`config.mk`:
```
export PLATFORM = sky130hd
export DESIGN_NAME = int_alu_ccr
export DESIGN_NICKNAME = d
export VERILOG_FILES = /design/src/rtl/int_alu_pkg.sv /design/src/rtl/int_alu_ctrl.sv /design/src/rtl/int_alu_slice.sv /design/src/rtl/int_alu_datapath.sv /design/src/rtl/int_alu_ccr.sv
export SDC_FILE = /design/constraint.sdc
export NUM_CORES = 1
export LEC_CHECK = 0
export BUFFER_PORTS_ARGS = -buffer_cell sky130_fd_sc_hd__buf_2
export CAP_MARGIN = 10
export CELL_PAD_IN_SITES_DETAIL_PLACEMENT = 0
export CELL_PAD_IN_SITES_GLOBAL_PLACEMENT = 1
export CORE_ASPECT_RATIO = 0.9
export CORE_MARGIN = 8
export CORE_UTILIZATION = 44
export CTS_BUF_LIST = sky130_fd_sc_hd__clkbuf_4 sky130_fd_sc_hd__clkbuf_8 sky130_fd_sc_hd__clkbuf_16
export DETAILED_ROUTE_END_ITERATION = 6
export GPL_ROUTABILITY_DRIVEN = 0
export PLACE_DENSITY = 0.83
export SLEW_MARGIN = 30
export SYNTH_ARGS = -nofsm -noshare
export SYNTH_HDL_FRONTEND = slang
export SYNTH_HIERARCHICAL = 1
export SYNTH_SLANG_ARGS = --single-unit
```
`constraint.sdc`:
```
create_clock -name clk -period 5.85 [get_ports clk]
set_clock_uncertainty 0.15 [all_clocks]
set_input_delay 0.585 -clock clk [delete_from_list [all_inputs] [get_ports clk]]
set_output_delay 0.585 -clock clk [all_outputs]
set_load 0.1 [all_outputs]
```
`src/rtl/int_alu_pkg.sv`:
```
package int_alu_pkg;

  localparam int DATA_W    = 32;
  localparam int FLAG_W    = 8;
  localparam int NUM_SIZES = 3;
  localparam int MIN_W     = 8;

  typedef enum logic [3:0] {
    OP_ADD   = 4'd0,
    OP_SUB   = 4'd1,
    OP_CMP   = 4'd2,
    OP_NEG   = 4'd3,
    OP_INC   = 4'd4,
    OP_DEC   = 4'd5,
    OP_AND   = 4'd6,
    OP_OR    = 4'd7,
    OP_XOR   = 4'd8,
    OP_NOT   = 4'd9,
    OP_MOV   = 4'd10,
    OP_CCLD  = 4'd11,
    OP_CCAND = 4'd12,
    OP_CCOR  = 4'd13,
    OP_CCXOR = 4'd14,
    OP_NOP   = 4'd15
  } aluOp_e;

  typedef enum logic [1:0] {
    SZ_BYTE = 2'd0,
    SZ_WORD = 2'd1,
    SZ_LONG = 2'd2,
    SZ_LALT = 2'd3
  } aluSize_e;

  typedef enum logic [2:0] {
    Y_B, Y_NOT_B, Y_NOT_A, Y_STEP, Y_NOT_STEP
  } ySel_e;

  typedef enum logic [2:0] {
    V_ADD, V_SUB, V_NEG, V_INCDEC, V_CLEAR
  } vRule_e;

  typedef enum logic [2:0] {
    LG_AND, LG_OR, LG_XOR, LG_NOTA, LG_PASSA
  } lgSel_e;

  typedef enum logic [2:0] {
    CC_HOLD, CC_NZVC, CC_NZV, CC_LD, CC_AND, CC_OR, CC_XOR
  } ccUpd_e;

  typedef struct packed {
    logic   zeroX;
    ySel_e  ySel;
    logic   carryIn;
    logic   borrowC;
    logic   useLogic;
    lgSel_e lgSel;
    vRule_e vRule;
    ccUpd_e ccUpd;
    logic   writeRes;
  } aluStrobe_t;

endpackage

```
`src/rtl/int_alu_ctrl.sv`:
```
module int_alu_ctrl
  import int_alu_pkg::*;
(
  input  logic [3:0] opcode,
  output aluStrobe_t stb
);

  always_comb begin
    stb.zeroX    = 1'b0;
    stb.ySel     = Y_B;
    stb.carryIn  = 1'b0;
    stb.borrowC  = 1'b0;
    stb.useLogic = 1'b0;
    stb.lgSel    = LG_PASSA;
    stb.vRule    = V_CLEAR;
    stb.ccUpd    = CC_HOLD;
    stb.writeRes = 1'b0;
    case (aluOp_e'(opcode))
      OP_ADD: begin
        stb.vRule    = V_ADD;
        stb.ccUpd    = CC_NZVC;
        stb.writeRes = 1'b1;
      end
      OP_SUB, OP_CMP: begin
        stb.ySel     = Y_NOT_B;
        stb.carryIn  = 1'b1;
        stb.borrowC  = 1'b1;
        stb.vRule    = V_SUB;
        stb.ccUpd    = CC_NZVC;
        stb.writeRes = (aluOp_e'(opcode) == OP_SUB);
      end
      OP_NEG: begin
        stb.zeroX    = 1'b1;
        stb.ySel     = Y_NOT_A;
        stb.carryIn  = 1'b1;
        stb.borrowC  = 1'b1;
        stb.vRule    = V_NEG;
        stb.ccUpd    = CC_NZVC;
        stb.writeRes = 1'b1;
      end
      OP_INC: begin
        stb.ySel     = Y_STEP;
        stb.vRule    = V_INCDEC;
        stb.ccUpd    = CC_NZV;
        stb.writeRes = 1'b1;
      end
      OP_DEC: begin
        stb.ySel     = Y_NOT_STEP;
        stb.carryIn  = 1'b1;
        stb.vRule    = V_INCDEC;
        stb.ccUpd    = CC_NZV;
        stb.writeRes = 1'b1;
      end
      OP_AND, OP_OR, OP_XOR, OP_NOT, OP_MOV: begin
        stb.useLogic = 1'b1;
        stb.ccUpd    = CC_NZV;
        stb.writeRes = 1'b1;
        case (aluOp_e'(opcode))
          OP_AND:  stb.lgSel = LG_AND;
          OP_OR:   stb.lgSel = LG_OR;
          OP_XOR:  stb.lgSel = LG_XOR;
          OP_NOT:  stb.lgSel = LG_NOTA;
          default: stb.lgSel = LG_PASSA;
        endcase
      end
      OP_CCLD:  stb.ccUpd = CC_LD;
      OP_CCAND: stb.ccUpd = CC_AND;
      OP_CCOR:  stb.ccUpd = CC_OR;
      OP_CCXOR: stb.ccUpd = CC_XOR;
      default:  stb.ccUpd = CC_HOLD;
    endcase
  end

endmodule

```
`src/rtl/int_alu_slice.sv`:
```
module int_alu_slice
  import int_alu_pkg::*;
#(
  parameter int W = 8
) (
  input  logic [W-1:0] opA,
  input  logic [W-1:0] opB,
  input  logic [W-1:0] xOp,
  input  logic [W-1:0] yOp,
  input  logic [W-1:0] lgRes,
  input  logic         carryIn,
  input  logic         borrowC,
  input  logic         useLogic,
  input  vRule_e       vRule,
  output logic [W-1:0] res,
  output logic [3:0]   flags
);

  localparam int SIGN = W - 1;

  logic [W:0]   sumExt;
  logic [W-1:0] negB;
  logic         ovf;
  logic         carryBit;

  assign sumExt   = {1'b0, xOp} + {1'b0, yOp} + {{W{1'b0}}, carryIn};
  assign negB     = (~opB) + {{(W-1){1'b0}}, 1'b1};
  assign res      = useLogic ? lgRes : sumExt[W-1:0];
  assign carryBit = borrowC ? ~sumExt[W] : sumExt[W];

  always_comb begin
    case (vRule)
      V_ADD:    ovf = (opA[SIGN] == opB[SIGN]) && (res[SIGN] != opA[SIGN]);
      V_SUB:    ovf = (opA[SIGN] == negB[SIGN]) && (res[SIGN] != opA[SIGN]);
      V_NEG:    ovf = opA[SIGN] && (opA[SIGN-1:0] == '0);
      V_INCDEC: ovf = &opA[SIGN-1:0];
      default:  ovf = 1'b0;
    endcase
  end

  assign flags = {res[SIGN], (res == '0), ovf, carryBit};

endmodule

```
`src/rtl/int_alu_datapath.sv`:
```
module int_alu_datapath
  import int_alu_pkg::*;
(
  input  logic              clk,
  input  logic              rst,
  input  logic              loadEn,
  input  aluStrobe_t        stb,
  input  logic [1:0]        sizeSel,
  input  logic [DATA_W-1:0] opA,
  input  logic [DATA_W-1:0] opB,
  input  logic [FLAG_W-1:0] ccrImm,
  output logic [DATA_W-1:0] result,
  output logic [FLAG_W-1:0] ccrQ
);

  logic [DATA_W-1:0] xOp;
  logic [DATA_W-1:0] yOp;
  logic [DATA_W-1:0] stepVal;
  logic [DATA_W-1:0] lgRes;
  logic [DATA_W-1:0] resArr  [NUM_SIZES];
  logic [3:0]        flagArr [NUM_SIZES];
  logic [1:0]        sizeIdx;
  logic [3:0]        flagSel;
  logic [FLAG_W-1:0] ccrNext;

  assign stepVal = (opB[1] && (aluSize_e'(sizeSel) != SZ_BYTE)) ? DATA_W'(2) : DATA_W'(1);
  assign xOp     = stb.zeroX ? '0 : opA;

  always_comb begin
    case (stb.ySel)
      Y_B:        yOp = opB;
      Y_NOT_B:    yOp = ~opB;
      Y_NOT_A:    yOp = ~opA;
      Y_STEP:     yOp = stepVal;
      Y_NOT_STEP: yOp = ~stepVal;
      default:    yOp = '0;
    endcase
  end

  always_comb begin
    case (stb.lgSel)
      LG_AND:  lgRes = opA & opB;
      LG_OR:   lgRes = opA | opB;
      LG_XOR:  lgRes = opA ^ opB;
      LG_NOTA: lgRes = ~opA;
      default: lgRes = opA;
    endcase
  end

  for (genvar k = 0; k < NUM_SIZES; k++) begin : g_width
    localparam int W = MIN_W << k;
    logic [W-1:0] sliceRes;
    int_alu_slice #(.W(W)) u_slice (
      .opA      (opA[W-1:0]),
      .opB      (opB[W-1:0]),
      .xOp      (xOp[W-1:0]),
      .yOp      (yOp[W-1:0]),
      .lgRes    (lgRes[W-1:0]),
      .carryIn  (stb.carryIn),
      .borrowC  (stb.borrowC),
      .useLogic (stb.useLogic),
      .vRule    (stb.vRule),
      .res      (sliceRes),
      .flags    (flagArr[k])
    );
    assign resArr[k] = DATA_W'(sliceRes);
  end

  always_comb begin
    case (aluSize_e'(sizeSel))
      SZ_BYTE: sizeIdx = 2'd0;
      SZ_WORD: sizeIdx = 2'd1;
      default: sizeIdx = 2'd2;
    endcase
  end

  assign flagSel = flagArr[sizeIdx];
  assign result  = resArr[sizeIdx];

  always_comb begin
    ccrNext = ccrQ;
    if (loadEn) begin
      case (stb.ccUpd)
        CC_NZVC: ccrNext[3:0] = flagSel;
        CC_NZV:  ccrNext[3:1] = flagSel[3:1];
        CC_LD:   ccrNext      = ccrImm;
        CC_AND:  ccrNext      = ccrQ & ccrImm;
        CC_OR:   ccrNext      = ccrQ | ccrImm;
        CC_XOR:  ccrNext      = ccrQ ^ ccrImm;
        default: ccrNext      = ccrQ;
      endcase
    end
  end

  always_ff @(posedge clk) begin
    if (rst) ccrQ <= '0;
    else     ccrQ <= ccrNext;
  end

endmodule

```
`src/rtl/int_alu_ccr.sv`:
```
module int_alu_ccr
  import int_alu_pkg::*;
(
  input  logic              clk,
  input  logic              rst,
  input  logic              loadEn,
  input  logic [3:0]        opcode,
  input  logic [1:0]        sizeSel,
  input  logic [DATA_W-1:0] opA,
  input  logic [DATA_W-1:0] opB,
  input  logic [FLAG_W-1:0] ccrImm,
  output logic [DATA_W-1:0] result,
  output logic              resultWe,
  output logic [FLAG_W-1:0] ccrOut
);

  aluStrobe_t stb;

  int_alu_ctrl u_ctrl (
    .opcode (opcode),
    .stb    (stb)
  );

  int_alu_datapath u_dp (
    .clk     (clk),
    .rst     (rst),
    .loadEn  (loadEn),
    .stb     (stb),
    .sizeSel (sizeSel),
    .opA     (opA),
    .opB     (opB),
    .ccrImm  (ccrImm),
    .result  (result),
    .ccrQ    (ccrOut)
  );

  assign resultWe = loadEn && stb.writeRes;

endmodule

```
==> flow_metrics.py, run 1 <==
metrics = {
    "finish": {
        "instances_no_fill": 1744,
        "finish.utilization": 0.545,
        "area_growth_pct": 22.4,
        "regMostFlops": "u_dp/ccrQ",
        "largest_reg_flops": 8,
        "final_cell_area_mm2": 0.0112,
        "reg_top3": "u_dp/ccrQ x8",
        "layout-drive-gt1-share": 0.224,
        "final_net_count": 1703,
    },
    "drt": {
        "drtIter0Drc": 961,
        "drt-pass1-iter-count": 6,
        "wire_per_inst_um": 19.9,
        "vias_per_cell": 6.25,
        "routed_wl_um": 34700,
        "drc": 0,
        "vias": 10900,
        "antenna_left": 0,
    },
    "floorplan": {
        "die_w_um": 168,
        "core.rowCount": 50,
        "dieArea_mm2": 0.0257,
        "design.portCount": 122,
        "start_util": 0.445,
        "fp.dieH_um": 153,
        "core_mm2": 0.0206,
    },
    "timing": {
        "min_period_ns": 5.74,
        "hold_violations": 0,
        "drv_slew": 0,
        "max_slew_margin": 0.361,
        "setup_ws_ns": 0.110,
        "setup_tns_ns": 0,
        "rsz0062_at_grt": "yes",
        "tightest_slew_ns": 0.958,
        "finalCritPeriodShare": 0.981,
        "setup_viol": 0,
        "max_freq_ghz": 0.174,
        "whs_ns": 0.375,
    },
    "clocking": {
        "cts.sinks": 8,
        "clk_pin_slew_ns": 0.03,
        "clock_path_buffers": 2,
        "worstSkewPairLatency_ns": 0.24,
        "cts_tree": "built",
        "cts-root-buf": "clkbuf_16",
        "htree_levels": 1,
        "cts_buffers": 3,
    },
    "power_and_ir_drop": {
        "pwr_density_cell_mw_per_mm2": 203,
        "peakVddDrop_uv": 123,
        "p_leak_nw": 5.15,
        "p_total_mw": 2.28,
    },
    "yosys": {
        "ys_ff_latch": 8,
        "ys.flop_type": "dfxtp_1",
        "yosys_warnings": 6,
        "synth_area_leaders": "ha_1, nor2_1, inv_1",
        "synthesis.nets": 1551,
        "synth.avg_cell_area_um2": 6.88,
        "syn_inst": 1331,
        "synth_edf_count": 0,
        "synth_top_cell_by_area": "ha_1",
        "yosysTopAreaCellShare": 0.182,
        "syn-cell-area_mm2": 0.00916,
        "synth_commonest_cells": "nor2_1, ha_1, inv_1, nand2_1, a21oi_1",
        "ys_async_sr_fraction": 0,
        "yosysUniqueCellTypes": 96,
        "synthMostInstantiatedCell": "nor2_1",
        "yosysSeqAreaShare": 0.0175,
    },
    "worst_hold_path": {
        "min_path_cells": 2,
        "hold_path_class": "reg -> reg",
    },
    "worst_setup_path": {
        "end_kind": "output pin",
        "critPathKind": "in -> out",
        "start_kind": "input port",
        "cp.required_ns": 5.12,
        "r2r_slack_ns": 4.21,
        "reg2regPathDepth": 6,
        "r2r-start": "u_dp/ccrQ[0]$_SDFFE_PP0P_",
        "worstReg2RegEnd": "u_dp/ccrQ[0]$_SDFFE_PP0P_",
        "cp_max_fo": 7,
        "crit_end": "result[28]",
        "cp.arrival_ns": 5.00,
        "startpoint": "opcode[2]",
    },
    "placed_design": {
        "placed_cells": 1735,
        "pre_cts_ws_ns": -0.191,
        "place_area_mm2": 0.0109,
        "portBuffers": 121,
        "hpwl_um": 28000,
    },
    "status": {
        "status": "finished clean",
    },
    "global_routing": {
        "grt_pass1_vias": 9676,
        "grt_first_pass_wirelength_um": 53100,
        "gr-total-overflow": 0,
        "grt.total_usage": 0.250,
        "antenna_found_initial": 3,
        "grt_max_degree": 46,
    },
    "run": {
        "maxCapViolations": 0,
    },
}
[cell usage in the layout, fill, tap and decap left out, types with 13 or more instances in the layout]
cell type and count:
nand2_1 96, mux2i_1 18, nand4_1 26, o21ai_0 63, nor2_1 141, nor4_1 24, o22a_1 31, o22ai_2 13
xnor2_1 16, o22ai_1 35, and2_1 23, a21o_1 32, nor3_1 18, nand2b_1 13, o21a_1 17, inv_1 125
buf_12 27, buf_2 95, a211oi_1 45, nor2b_1 15, a21oi_1 85, buf_4 113, xor2_1 23, ha_1 129
[layer usage]
layer  part of all wire  vias up  global-route usage
met2               0.42      527               0.375
li1                   -     5215                   -
met3               0.10       56              0.0417
met5                  0        -                   0
met1               0.45     5104               0.367
met4              0.023        0              0.0506
[layout make-up]
class	instances	area (µm²)
Antenna cell	3	7.51
Clock buffer	3	75.1
Fill cell	1957	9370
Inverter	127	477
Multi-Input combinational cell	1106	8280
Sequential cell	8	160
Tap cell	260	325
Timing Repair Buffer	237	1890
[worst min path at each step]
stage	slack, ns	start	end
finish	0.38	u_dp/ccrQ[6]$_SDFFE_PP0P_	u_dp/ccrQ[6]$_SDFFE_PP0P_
detailed placement	0.38	u_dp/ccrQ[6]$_SDFFE_PP0P_	u_dp/ccrQ[6]$_SDFFE_PP0P_
global placement	0.37	u_dp/ccrQ[6]$_SDFFE_PP0P_	u_dp/ccrQ[6]$_SDFFE_PP0P_
floorplan	0.50	rst	u_dp/ccrQ[0]$_SDFFE_PP0P_
global route	0.41	u_dp/ccrQ[5]$_SDFFE_PP0P_	u_dp/ccrQ[5]$_SDFFE_PP0P_
CTS	0.38	u_dp/ccrQ[6]$_SDFFE_PP0P_	u_dp/ccrQ[6]$_SDFFE_PP0P_
[kinds of logic after synthesis]
logic type	count (synthesis)	synth area share
compound gates	462	0.354
xor+xnor	40	0.0391
fa+ha+maj	139	0.195
buf+inv	217	0.104
flops	8	0.0175
mux	36	0.0519
simple gates	429	0.239
[repair_timing]
item                       4_1_cts  5_1_grt
setup buffers                    0        3
setup endpoints to repair        0       11
hold buffers                     0        0
resized for setup                0       44
[power by group]
group / total, mW / switching (mW) / internal, mW
Clock: 0.117 / 0.0283 / 0.0883
Combinational: 2.10 / 1.30 / 0.797
Sequential: 0.0645 / 0.00485 / 0.0597
Total: 2.28 / 1.33 / 0.945
[critical path, cell delays in order]
cell	delay (ns)
buf_2	0.12
o21a_1	0.21
a311oi_4	0.36
buf_4	0.19
buf_4	0.11
nand2b_1	0.13
buf_4	0.20
buf_12	0.13
o22a_1	0.20
o22ai_2	0.20
ha_2	0.35
nand2_1	0.12
and3b_1	0.23
a211oi_4	0.34
o21ai_2	0.13
nand2_2	0.11
o21bai_1	0.11
a221o_1	0.32
a21oi_1	0.17
xnor2_1	0.12
a21bo_2	0.23
and2_1	0.18
buf_12	0.17
Power figures use the tool's default switching activity.
==> inputs of run 2 (changes only) <==
CORE_MARGIN = 4   (was 8)
GPL_TIMING_DRIVEN = 0   (was default)
==> run 2 against run 1 <==
Against the previous run:
- the flow now finishes with violations (setup timing)
- via count up 2.4%
- sequential power about the same
- cell area shrank 2.5%
==> flow_metrics.py, run 2 (synthesis gave the netlist of run 1 again) <==
metrics = {
    "drt": {
        "wl_met1_um": 16800,
        "antenna_left": 0,
        "vias_per_cell": 6.45,
        "routed_wl_um": 37800,
        "vias": 11200,
        "drtIter0Drc": 1519,
        "drt-pass1-iter-count": 6,
        "top_layer": "met4",
        "routed-wl-met3_um": 4510,
        "wire_per_inst_um": 21.9,
        "wl_met2_um": 15700,
        "drc": 0,
    },
    "finish": {
        "area_growth_pct": 19.4,
        "layout.cells.most_common": "nor2_1",
        "finish.utilization": 0.540,
        "regMostFlops": "u_dp/ccrQ",
        "largest_reg_flops": 8,
        "final_net_count": 1697,
        "layout-drive-gt1-share": 0.214,
        "final_cell_mix": "nor2_1, ha_1, buf_2",
        "reg_top3": "u_dp/ccrQ x8",
        "fillCellCount": 2047,
        "instances_no_fill": 1731,
        "final_cell_area_mm2": 0.0109,
    },
    "placed_design": {
        "portBuffers": 120,
        "pre_cts_ws_ns": -1.08,
        "hpwl_um": 30400,
        "placed_cells": 1706,
        "place_area_mm2": 0.0101,
    },
    "timing": {
        "hold_violations": 0,
        "whs_ns": 0.382,
        "finalCritPeriodShare": 1.02,
        "setup_viol": 2,
        "min_period_ns": 5.99,
        "setup_tns_ns": -0.172,
        "drv_slew": 0,
        "max_slew_margin": 0.338,
        "setup_ws_ns": -0.137,
        "max_freq_ghz": 0.167,
        "rsz0062_at_grt": "yes",
        "tightest_slew_ns": 0.993,
    },
    "run": {
        "maxCapViolations": 0,
    },
    "clocking": {
        "htree_levels": 1,
        "cts.sinks": 8,
        "cts_buffers": 3,
        "cts_tree": "built",
        "worstSkewPairLatency_ns": 0.23,
        "hold_buffers": 0,
        "cts-root-buf": "clkbuf_16",
        "clk_pin_slew_ns": 0.04,
        "clock_path_buffers": 2,
    },
    "worst_setup_path": {
        "r2r-start": "u_dp/ccrQ[0]$_SDFFE_PP0P_",
        "cp_max_fo": 6,
        "worstReg2RegEnd": "u_dp/ccrQ[0]$_SDFFE_PP0P_",
        "cp.arrival_ns": 6.01,
        "end_kind": "register",
        "reg2regPathDepth": 6,
        "r2r_slack_ns": 4.18,
        "cp.required_ns": 5.87,
        "start_kind": "input port",
        "critPathKind": "in -> reg",
    },
    "global_routing": {
        "grt.total_usage": 0.307,
        "grt_first_pass_wirelength_um": 56800,
        "antenna_found_initial": 0,
        "grt_pass1_vias": 9946,
        "gr-total-overflow": 0,
        "grt_max_degree": 12,
    },
    "floorplan": {
        "dieArea_mm2": 0.0232,
        "core.rowCount": 49,
        "start_util": 0.453,
        "core_mm2": 0.0202,
        "fp.dieH_um": 145,
        "die_w_um": 160,
        "design.portCount": 122,
    },
    "worst_hold_path": {
        "hold_end": "u_dp/ccrQ[6]$_SDFFE_PP0P_",
        "worst_hold_startpoint": "u_dp/ccrQ[6]$_SDFFE_PP0P_",
        "min_path_cells": 2,
        "hold_path_class": "reg -> reg",
    },
    "power_and_ir_drop": {
        "peakVddDrop_uv": 244,
        "pwr_density_cell_mw_per_mm2": 199,
        "p_leak_nw": 4.97,
        "p_total_mw": 2.17,
    },
    "status": {
        "status": "finished with violations",
        "violations": "setup timing",
    },
}
==> run 2: cell count changes in the layout (fill, tap and decap cells not counted), sizes merged <==
cell and delta:
buf -53, clkbuf +46, diode -2, dlymetal6s2s +1
==> run 2: worst max-delay path by stage <==
| stage | start | end | slack [ns] | cells after the start |
|---|---|---|---|---|
| after floorplan | opcode[1] | result[3] | 0.004 | 13 |
| after global placement | opcode[1] | u_dp/ccrQ[1]$_SDFFE_PP0P_ | -1.17 | 20 |
| after detailed placement | opcode[0] | u_dp/ccrQ[2]$_SDFFE_PP0P_ | -1.08 | 24 |
| after CTS | opcode[1] | u_dp/ccrQ[2]$_SDFFE_PP0P_ | -0.17 | 25 |
| after global routing | opcode[1] | u_dp/ccrQ[2]$_SDFFE_PP0P_ | -0.31 | 25 |
| final | opcode[1] | u_dp/ccrQ[2]$_SDFFE_PP0P_ | -0.14 | 25 |
==> run 2: cell type report <==
class,instances,area (µm²),area share
multi-input cells,1106,8510,0.779
repair buffers,144,877,0.0802
plain buffers,87,510,0.0467
inverters,127,477,0.0436
well taps,255,319,0.0292
flip-flops and latches,8,160,0.0147
clock buffers,3,75.1,0.00687
diodes,1,2.50,0.000229
==> run 2: repair_timing <==
action,4_1_cts,5_1_grt
resized for setup,68,79
buffers inserted,10,13
endpoints found under the hold margin,0,0
pin swaps,19,31
setup endpoints to repair,26,20
cloned,1,0
==> run 2: worst max-delay path: stages <==
cell       delay [ns]
buf_8            0.11
buf_6            0.11
o21a_1           0.17
a311oi_2         0.28
buf_4            0.18
nor2b_1          0.05
o21ai_1          0.13
o21ai_1          0.10
o32ai_2          0.13
inv_1            0.09
fa_2             0.36
inv_2            0.07
fa_2             0.42
mux2_4           0.28
or3b_4           0.37
or4_4            0.47
nor4_4           0.20
o2111a_1         0.23
nand4b_1         0.19
nor4_4           0.27
nand4b_1         0.21
a2111oi_4        0.49
mux2i_1          0.17
a32oi_1          0.18
a22o_1           0.15
==> run 2: report_power, final <==
group          leakage, nW  switching (mW)  internal (mW)
Sequential          0.0656         0.00469         0.0597
Clock               0.0370          0.0274         0.0882
Combinational         4.86            1.32          0.674
Total                 4.97            1.35          0.821
==> run 2: per-layer routing <==
metal / GRT usage / vias to the layer above
li1: - / 5215
met1: 0.452 / 5278
met2: 0.468 / 618
met3: 0.0592 / 54
met4: 0.0620 / 0
met5: 0 / -
==> inputs of run 3 (changes only) <==
PLACE_DENSITY = 0.9   (was 0.83)
==> run 3 against run 2 <==
Against the previous run:
- the run ends with DRC, setup timing left
- count of clock-buffer cells in the layout unchanged
- register-to-register slack better by 0.02 ns
- cell area rose by 0.97%
- clock power about the same
- largest cell class unchanged
==> flow_metrics.py, run 3 (synthesis gave the netlist of run 1 again) <==
metrics = {
    "status": {
        "violations": "DRC, setup timing",
        "status": "finished with violations",
    },
    "floorplan": {
        "core_mm2": 0.0202,
        "design.portCount": 122,
        "core.rowCount": 49,
        "die_w_um": 160,
        "start_util": 0.453,
        "fp.dieH_um": 145,
        "dieArea_mm2": 0.0232,
    },
    "worst_setup_path": {
        "cp_slowest_cell": "or4_4",
        "critPathKind": "in -> reg",
        "start_kind": "input port",
        "r2r-start": "u_dp/ccrQ[0]$_SDFFE_PP0P_",
        "startpoint": "opcode[1]",
        "cp_max_fo": 7,
        "max_stage_delay_ns": 0.62,
        "cp.arrival_ns": 6.06,
        "end_kind": "register",
        "cp.required_ns": 5.88,
    },
    "drt": {
        "vias_per_cell": 6.48,
        "vias": 11400,
        "antenna_left": 0,
        "drtIter0Drc": 1253,
        "routed_wl_um": 37400,
        "drt-pass1-iter-count": 7,
        "wire_per_inst_um": 21.4,
        "drc": 1,
    },
    "clocking": {
        "cts-root-buf": "clkbuf_16",
        "cts.sinks": 8,
        "clock_path_buffers": 2,
        "htree_levels": 1,
        "cts_tree": "built",
        "hold_buffers": 0,
        "worstSkewPairLatency_ns": 0.23,
        "clk_pin_slew_ns": 0.04,
        "cts_buffers": 3,
    },
    "power_and_ir_drop": {
        "peakVddDrop_uv": 211,
        "pwr_density_cell_mw_per_mm2": 198,
        "p_leak_nw": 5.07,
    },
    "timing": {
        "rsz0062_at_grt": "yes",
        "max_slew_margin": 0.366,
        "whs_ns": 0.386,
        "min_period_ns": 6.03,
        "finalCritPeriodShare": 1.03,
        "drv_slew": 0,
        "setup_ws_ns": -0.183,
        "max_freq_ghz": 0.166,
        "hold_violations": 0,
        "tightest_slew_ns": 0.941,
        "setup_viol": 2,
    },
    "worst_hold_path": {
        "worst_hold_startpoint": "u_dp/ccrQ[4]$_SDFFE_PP0P_",
        "hold_path_class": "reg -> reg",
    },
    "finish": {
        "reg_top3": "u_dp/ccrQ x8",
        "fillCellCount": 2063,
        "layout-drive-gt1-share": 0.223,
        "seq_area_um2": 160,
        "layout.cells.most_common": "nor2_1",
        "multi_input_area_mm2": 0.00846,
        "largest_reg_flops": 8,
        "area_growth_pct": 20.5,
        "final_net_count": 1717,
        "regMostFlops": "u_dp/ccrQ",
        "final_cell_mix": "nor2_1, ha_1, inv_1",
        "finish.utilization": 0.546,
    },
    "global_routing": {
        "grt_first_pass_wirelength_um": 56600,
        "gr-total-overflow": 0,
        "grt_pass1_vias": 10300,
        "grt.total_usage": 0.299,
        "grt_max_degree": 12,
        "antenna_found_initial": 0,
    },
    "placed_design": {
        "pre_cts_ws_ns": -1.06,
        "portBuffers": 120,
        "hpwl_um": 28700,
    },
    "run": {
        "maxCapViolations": 0,
    },
}
==> run 3: report_power, final <==
part           switching, mW  internal (mW)  leakage (nW)
sequential           0.00496         0.0597        0.0656
clock                 0.0292         0.0884        0.0370
combinational           1.31          0.694          4.96
total                   1.34          0.842          5.07
==> run 3: worst paths after layout <==
kind	slack [ns]	depth (start not counted)	endpoint
worst min-delay path	0.39	2	u_dp/ccrQ[4]$_SDFFE_PP0P_
worst max register to register	4.20	6	u_dp/ccrQ[0]$_SDFFE_PP0P_
worst min register to register	0.39	2	u_dp/ccrQ[4]$_SDFFE_PP0P_
worst max-delay path	-0.18	26	u_dp/ccrQ[2]$_SDFFE_PP0P_
==> run 3: layout make-up <==
cell class,instances,area share
Antenna cell,1,0.000227
Timing Repair Buffer,161,0.0918
Sequential cell,8,0.0145
Clock buffer,3,0.00680
Tap cell,255,0.0289
Buffer,90,0.0479
Inverter,127,0.0432
Multi-Input combinational cell,1106,0.767
==> run 3: per-stage QoR <==
stage / cells / area (µm²) / power, mW / setup TNS, ns
floorplan: 1331 / 9160 / 1.42 / 0
global placement: 1706 / 10100 / 1.80 / -10.46
detailed placement: 1706 / 10100 / 1.82 / -11.16
CTS: 1734 / 10600 / 2.03 / -0.488
global route: 1750 / 11000 / 2.31 / -0.655
finish: 1751 / 11000 / 2.18 / -0.202
==> run 3: worst max-delay path: cells and delay by family <==
| family | cells | cell delay [ns] |
|---|---|---|
| and+or+nand+nor | 7 | 2.14 |
| buffers and inverters | 5 | 0.63 |
| adders and majority gates | 2 | 0.78 |
| muxes | 2 | 0.32 |
| AOI/OAI and AO/OA | 10 | 1.61 |
==> run 3: per-layer routing <==
layer / track usage / vias up / wire length [µm]
li1: - / 5241 / -
met1: 0.406 / 5342 / 15600
met2: 0.496 / 704 / 16700
met3: 0.0632 / 65 / 4360
met4: 0.0602 / 0 / 762
met5: 0 / - / 0
==> run 3: timing repair <==
action | 4_1_cts | 5_1_grt
gates resized for setup | 72 | 87
pin swaps | 23 | 39
gates cloned | 1 | 0
setup buffers | 24 | 16
endpoints found under the setup margin | 28 | 23
